### config.mk
export PLATFORM = sky130hd
export DESIGN_NAME = pil_arbiter
export DESIGN_NICKNAME = d
export VERILOG_FILES = /design/src/rtl/pil_arbiter.sv
export SDC_FILE = /design/constraint.sdc
export NUM_CORES = 1
export LEC_CHECK = 0
export BUFFER_PORTS_ARGS = -buffer_cell sky130_fd_sc_hd__buf_2
export CAP_MARGIN = 20
export CORE_AREA = 2 2 73 58
export CTS_CLUSTER_DIAMETER = 50
export DETAILED_ROUTE_END_ITERATION = 7
export DIE_AREA = 0 0 75 60
export PLACE_DENSITY = 0.67
export SYNTH_ARGS = -nofsm -noshare
export SYNTH_HDL_FRONTEND = slang
export SYNTH_SLANG_ARGS = --single-unit
### constraint.sdc
create_clock -name clk -period 2.8 [get_ports clk]
set_clock_uncertainty 0.2 [all_clocks]
set_input_delay 0.56 -clock clk [delete_from_list [all_inputs] [get_ports clk]]
set_output_delay 0.56 -clock clk [all_outputs]
set_load 0.005 [all_outputs]
### src/rtl/pil_arbiter.sv
module pil_arbiter #(
  parameter int LEVELS    = 16,
  parameter int TRAP_BASE = 'h40,
  parameter int TYPE_W    = 9,
  parameter int TL_W      = 3,
  localparam int PIL_W    = $clog2(LEVELS),
  localparam int SOFT_W   = LEVELS + 1,
  localparam int FOLD_LVL = LEVELS - 2
) (
  input  logic              clk,
  input  logic              rst_n,
  input  logic [LEVELS-1:0] ext_irq,
  input  logic [SOFT_W-1:0] soft_reg,
  input  logic [PIL_W-1:0]  cur_pil,
  input  logic              irq_en,
  input  logic [TL_W-1:0]   trap_lvl,
  input  logic [TYPE_W-1:0] trap_type,
  output logic              irq_req,
  output logic [TYPE_W-1:0] irq_type,
  output logic              wake
);

  logic [LEVELS-1:0] soft_lvl, fold, pend, ext_q;
  logic              tmr_hit, found, blocked;
  logic [PIL_W-1:0]  win;
  logic [TYPE_W-1:0] new_type;

  assign tmr_hit  = soft_reg[0] | soft_reg[SOFT_W-1];
  assign soft_lvl = soft_reg[LEVELS-1:0] & ~LEVELS'(1);
  assign fold     = LEVELS'(tmr_hit) << FOLD_LVL;
  assign pend     = ext_irq | soft_lvl | fold;

  always_comb begin
    found = 1'b0;
    win   = '0;
    for (int i = LEVELS - 1; i >= 1; i--) begin
      if (!found && pend[i] && (PIL_W'(i) > cur_pil)) begin
        found = 1'b1;
        win   = PIL_W'(i);
      end
    end
  end

  assign new_type = TYPE_W'(TRAP_BASE) | TYPE_W'(win);
  assign blocked  = (trap_lvl != '0) && (trap_type > new_type);

  always_ff @(posedge clk or negedge rst_n) begin
    if (!rst_n) begin
      irq_req  <= 1'b0;
      irq_type <= '0;
      ext_q    <= '0;
      wake     <= 1'b0;
    end else begin
      ext_q <= ext_irq;
      wake  <= |(ext_irq & ~ext_q);
      if (pend == '0) begin
        irq_req  <= 1'b0;
        irq_type <= '0;
      end else if (irq_en && found && !blocked && (new_type != irq_type)) begin
        irq_req  <= 1'b1;
        irq_type <= new_type;
      end
    end
  end

endmodule

==> impl_metrics.tcl, run 1 <==
set metrics [dict create \
    status "complete, but fails checks" \
    failed_checks "negative setup slack" \
    gp_congestion 0.869 \
    synth_top_cell_area_share 0.377 \
    syn_avg_cell_area_sq_um 9.55 \
    worst_hold_slack_ps 39.0 \
    power_uw 921 \
    drtPass1Iterations 4 \
    via_per_inst 5.04 \
    fp-row-count 20 \
    antenna_cells 0 \
    vias 1604 \
    reg2reg_depth 4 \
    nets 320 \
    ys.warnings.count 0 \
    yosysTopAreaCell "dfrtp_1" \
    r2r_slack_ps 1120 \
    first_iter_violations 79 \
    power_density_mw_per_mm2 378 \
    htree_levels 1 \
    drv_cap 0 \
    synth_area_leaders "dfrtp_1 38%, inv_1 4.9%, nor2_1 3.9%, ha_1 3.4%, nor4_1 3.0%" \
    grt_antenna_before_repair 0 \
    cts_tree "built" \
    fin_crit_sh 1.20 \
    die_area_sq_mm 0.00450 \
    placed_cells 307 \
    maxSlewViolCount 0 \
    leakagePower_uw 0.00117 \
    dp_hpwl_um 3460 \
    hp-class "input pin to async pin" \
    path_max_fanout 4 \
    slowest_delay_ps 380 \
    rsz0062_at_grt "true" \
    initial_core_util 0.382 \
    critPathArrivalTime_ps 3310 \
    grt_util_all_layers 0.209 \
    clock_latency_ps 260 \
    postCtsHoldBufs 0 \
    worstPathRequired_ps 2750 \
    clkSinkCount 22 \
    async_flop_share 1.00 \
    ys_seq_elements 22 \
    cts_made_buffers 3 \
    cts.root.buffer_cell "clkbuf_8" \
    fin_crit_ps 3370 \
    setup_violations 5 \
    synth.distinct_cells 49 \
    ant_nets 0 \
    totalWireLength_um 4520 \
    max_freq_ghz 0.297 \
    cts.clk_slew.worst_paths_ps 80 \
    die_h_um 60 \
    peakVddDrop_uv 263 \
    syn_to_final_growth_pct 66.7 \
    slowest_stage "nor4_4" \
    fp.dieW_um 75 \
    grt_max_degree 23 \
    critPathKind "input pin to register" \
    synth_edf_count 0 \
    fin_util 0.636 \
    io_pins 63 \
    r2r-start "irq_type[3]$_DFFE_PN0P_" \
    crit_path_end_kind "register" \
    syn-cell-area_sq_mm 0.00146 \
    crit_chain "buf_6, nor4_4, o22ai_4, nor4_4, nand4_1, and3_4, ha_4, nor2b_4, o21ai_2, nand2b_1, a21oi_2, o211ai_1, a21oi_2, o31ai_4, mux2_4" \
    route.detailed.wl_per_inst_um 14.2 \
    hold_violations 0 \
    grt_pass1_vias 1544 \
    port-buffer-count 58 \
    final_layout_size_suffix_gt1_frac 0.548 \
    coreArea_sq_mm 0.00383 \
    clockBufferDepth 2 \
    synth_ff_type "dfrtp_1" \
    finalNonFillerCells 318 \
    seq_area_frac_synth 0.377 \
    grt_pass1_wl_um 7050 \
    finalWorstSetupSlack_ps -567 \
    overflow 0 \
    drc 0 \
    r2r_end "irq_type[0]$_DFFE_PN0P_" \
    startpoint_type "input pin" \
    synthCells 153 \
]
## how the worst max path moves through the flow
stage                            start                       to  cells after the start  slack (ps)
after floorplan             cur_pil[1]  irq_type[0]$_DFFE_PN0P_                     15        -680
after global placement      cur_pil[0]  irq_type[0]$_DFFE_PN0P_                     15        -740
after detailed placement    cur_pil[3]  irq_type[0]$_DFFE_PN0P_                     16        -870
after CTS                   cur_pil[1]  irq_type[0]$_DFFE_PN0P_                     15        -450
after global routing      soft_reg[14]  irq_type[0]$_DFFE_PN0P_                     15        -760
final                     soft_reg[14]  irq_type[0]$_DFFE_PN0P_                     15        -570
## layout make-up
| cell class | instances | area (sq um) |
|---|---|---|
| Fill cell | 317 | 1390 |
| Clock buffer | 3 | 41.3 |
| Multi-Input combinational cell | 107 | 936 |
| Tap cell | 55 | 68.8 |
| Timing Repair Buffer | 111 | 738 |
| Inverter | 19 | 71.3 |
| Clock inverter | 1 | 30.0 |
| Sequential cell | 22 | 551 |
## cell usage after synthesis (2+ instances only)
cell and instances:
nor2_1 15, nand3_1 2, nor4_1 7, buf_6 2, o21bai_1 3, and2_1 2
a21oi_1 3, dfrtp_1 22, nor4_4 2, a211oi_1 2, xor2_1 2, ha_1 4
mux2i_1 3, o21ai_0 6, o22ai_1 5, and4_1 2, o31a_1 2, nand2_1 5
nor3_1 2, a311oi_1 4, a221oi_1 4, inv_1 19, buf_4 5, nand4_1 5
## state kept, by name (all words and copies together) (netlist names)
register	count
wake	1
irq_type	5
ext_q	16
## kinds of logic after synthesis
logic type,after synthesis,share of synthesized area
AND/OR/NAND/NOR,51,0.210
multiplexers,4,0.0308
flip-flops,22,0.377
XOR/XNOR,4,0.0291
adder cells (fa/ha/maj),4,0.0342
buffers and inverters,27,0.0933
other,1,0.00257
AO/OA/AOI/OAI,40,0.223
## placed cells by master (no fill, tap or decap), drive strengths merged, types with 5 or more instances in the layout
master	instances
nor2	15
nand4	5
nor4	9
o21ai	6
dfrtp	22
nand2	5
buf	111
o22ai	6
inv	19
## worst max-delay path, delay by kind of cell
family	cells	cell delay, ps
multiplexers	1	300
AND/OR/NAND/NOR	6	1330
adder cells (fa/ha/maj)	1	230
AO/OA/AOI/OAI	6	800
buffers and inverters	1	90
## stage by stage
step	setup slack (ps)	instance area (sq um)	TNS [ps]
finish	-567	2440	-2430
floorplan	-678	1520	-2440
global route	-757	2440	-3450
global placement	-735	2160	-3360
detailed placement	-872	2160	-3980
CTS	-446	2370	-1820
## what timing repair did
action                                  CTS  global route
endpoints found under the setup margin    5             5
resized for setup                        29             7
pin swaps                                15            11
buffers inserted                          3             4
## where the power goes
group	switching (uW)	internal [uW]
logic	128	144
clock network	104	191
registers	15.0	339
total	247	674
## metal layers
metal	vias to the layer above	wire, um	share of wire	GRT usage
met1	758	1980	0.44	0.286
met4	0	65	0.014	0.0510
met5	-	0	0	0
met2	61	2210	0.49	0.351
met3	8	260	0.058	0.0304
li1	777	-	-	-
Power figures use the tool's default switching activity.
==> run 2: changes to the inputs <==
- BUFFER_PORTS_ARGS: -buffer_cell sky130_fd_sc_hd__buf_2 -> default
- DONT_BUFFER_PORTS: default -> 1
- PLACE_DENSITY: 0.67 -> default
==> impl_metrics.tcl, run 2 (synthesized netlist as in run 1, its figures left out) <==
set metrics [dict create \
    largest_register_ffs 16 \
    setup_violations 5 \
    crit_path_end_kind "register" \
    path_common_cell "nor4_4" \
    die_h_um 60 \
    overflow 0 \
    clkSinkCount 22 \
    cts_made_buffers 3 \
    dp_hpwl_um 3180 \
    port-buffer-count 0 \
    drc 0 \
    syn_to_final_growth_pct 25.9 \
    vias 1299 \
    slowest_delay_ps 360 \
    final_layout_size_suffix_gt1_frac 0.295 \
    cts_tree "built" \
    clockBufferDepth 2 \
    min_path_cells 0 \
    gp_congestion 0.897 \
    fin_util 0.481 \
    fin_crit_sh 1.12 \
    maxSlewViolCount 0 \
    fp.dieW_um 75 \
    hold_violations 0 \
    worstPathRequired_ps 2750 \
    critPathKind "input pin to register" \
    slowest_stage "nor4_4" \
    failed_checks "negative setup slack" \
    top_register "ext_q" \
    critPathArrivalTime_ps 3080 \
    clock_latency_ps 260 \
    finalWorstSetupSlack_ps -334 \
    cts.root.buffer_cell "clkbuf_8" \
    fin_crit_ps 3130 \
    hp-class "input pin to register" \
    peakVddDrop_uv 169 \
    worst_hold_slack_ps 122 \
    io_pins 63 \
    ant_nets 0 \
    rsz0062_at_grt "true" \
    grt_pass1_wl_um 6000 \
    startpoint_type "input pin" \
    first_iter_violations 67 \
    grt_util_met3 0.0540 \
    drtPass1Iterations 4 \
    final_common_cell "buf_4" \
    grt_max_degree 23 \
    fp-row-count 20 \
    coreArea_sq_mm 0.00383 \
    via_per_inst 5.62 \
    antenna_cells 0 \
    power_density_mw_per_mm2 390 \
    reg_top3 "ext_q: 16 flops, irq_type: 5 flops, wake: 1 flops" \
    path_max_fanout 3 \
    drv_cap 0 \
    htree_levels 1 \
    crit_chain "nor4_4, a311oi_2, nor4_4, nand4b_1, o2111ai_2, ha_2, nor2b_1, o21ai_1, nand2b_1, a21oi_1, o211ai_1, a21oi_2, o31ai_4, mux2_4" \
    use_met2 0.281 \
    totalWireLength_um 3980 \
    grt_util_all_layers 0.180 \
    reg2reg_depth 4 \
    initial_core_util 0.382 \
    grtUsageMet1 0.238 \
    grt_antenna_before_repair 0 \
    nets 234 \
    max_freq_ghz 0.319 \
    grt_pass1_vias 1260 \
    route.detailed.wl_per_inst_um 17.2 \
    leakagePower_uw 0.000776 \
    die_area_sq_mm 0.00450 \
    cts.clk_slew.worst_paths_ps 80 \
    status "complete, but fails checks" \
    layout_common_cells "23 x buf_4, 22 x dfrtp_1, 19 x inv_1" \
    top_usage_layer "met2" \
    power_uw 718 \
]
[run 2: changes by cell type in the layout (fill, tap and decap cells not counted), sizes merged]
| cell | previous run | this run |
|---|---|---|
| buf | 111 | 24 |
| bufinv | 1 | 0 |
| dlygate4sd3 | 0 | 1 |
[run 2: area by class of cell]
| cell class | instances | area (sq um) |
|---|---|---|
| fillers | 386 | 1990 |
| multi-input cells | 107 | 898 |
| flip-flops and latches | 22 | 551 |
| repair buffers | 25 | 210 |
| inverters | 19 | 71.3 |
| well taps | 55 | 68.8 |
| clock buffers | 3 | 41.3 |
[run 2: worst max-delay path: cells and delay by family]
family	cells	cell delay (ps)
AND/OR/NAND/NOR	5	950
AO/OA/AOI/OAI	7	1060
adder cells (fa/ha/maj)	1	210
multiplexers	1	300
[run 2: worst paths after layout]
check,from,endpoint,slack (ps)
max,soft_reg[10],irq_type[0]$_DFFE_PN0P_,-330
min,ext_irq[8],ext_q[8]$_DFF_PN0_,120
max reg2reg,irq_type[3]$_DFFE_PN0P_,irq_type[0]$_DFFE_PN0P_,1150
min reg2reg,ext_q[15]$_DFF_PN0_,wake$_DFF_PN0_,370
max in group asynchronous,rst_n,irq_type[2]$_DFFE_PN0P_,1640
min in group asynchronous,rst_n,ext_q[10]$_DFF_PN0_,390
[run 2: timing repair]
item | 4_1_cts | 5_1_grt
endpoints found under the hold margin | 22 | 0
pin swaps | 7 | 6
setup buffers | 1 | 1
gates resized for setup | 12 | 2
endpoints found under the setup margin | 5 | 5
hold buffers | 1 | 0
[run 2: report_power, final]
part	internal, uW	switching, uW	leakage, uW
Combinational	86.2	81.6	0.000513
Sequential	339	19.0	0.000241
Clock	95.9	96.5	0.0000216
Total	521	197	0.000776
[run 2: metrics by stage]
step / TNS [ps] / cell area, sq um / setup WS [ps] / std cells
final: -1280 / 1840 / -334 / 231
after global routing: -2030 / 1840 / -474 / 231
after CTS: -1110 / 1800 / -296 / 229
after detailed placement: -2880 / 1680 / -640 / 224
after global placement: -2530 / 1680 / -577 / 224
after floorplan: -2440 / 1520 / -678 / 156
[run 2: routing by layer]
layer | vias up | part of all wire
li1 | 608 | -
met1 | 631 | 0.42
met2 | 56 | 0.47
met3 | 4 | 0.097
met4 | 0 | 0.011
met5 | - | 0
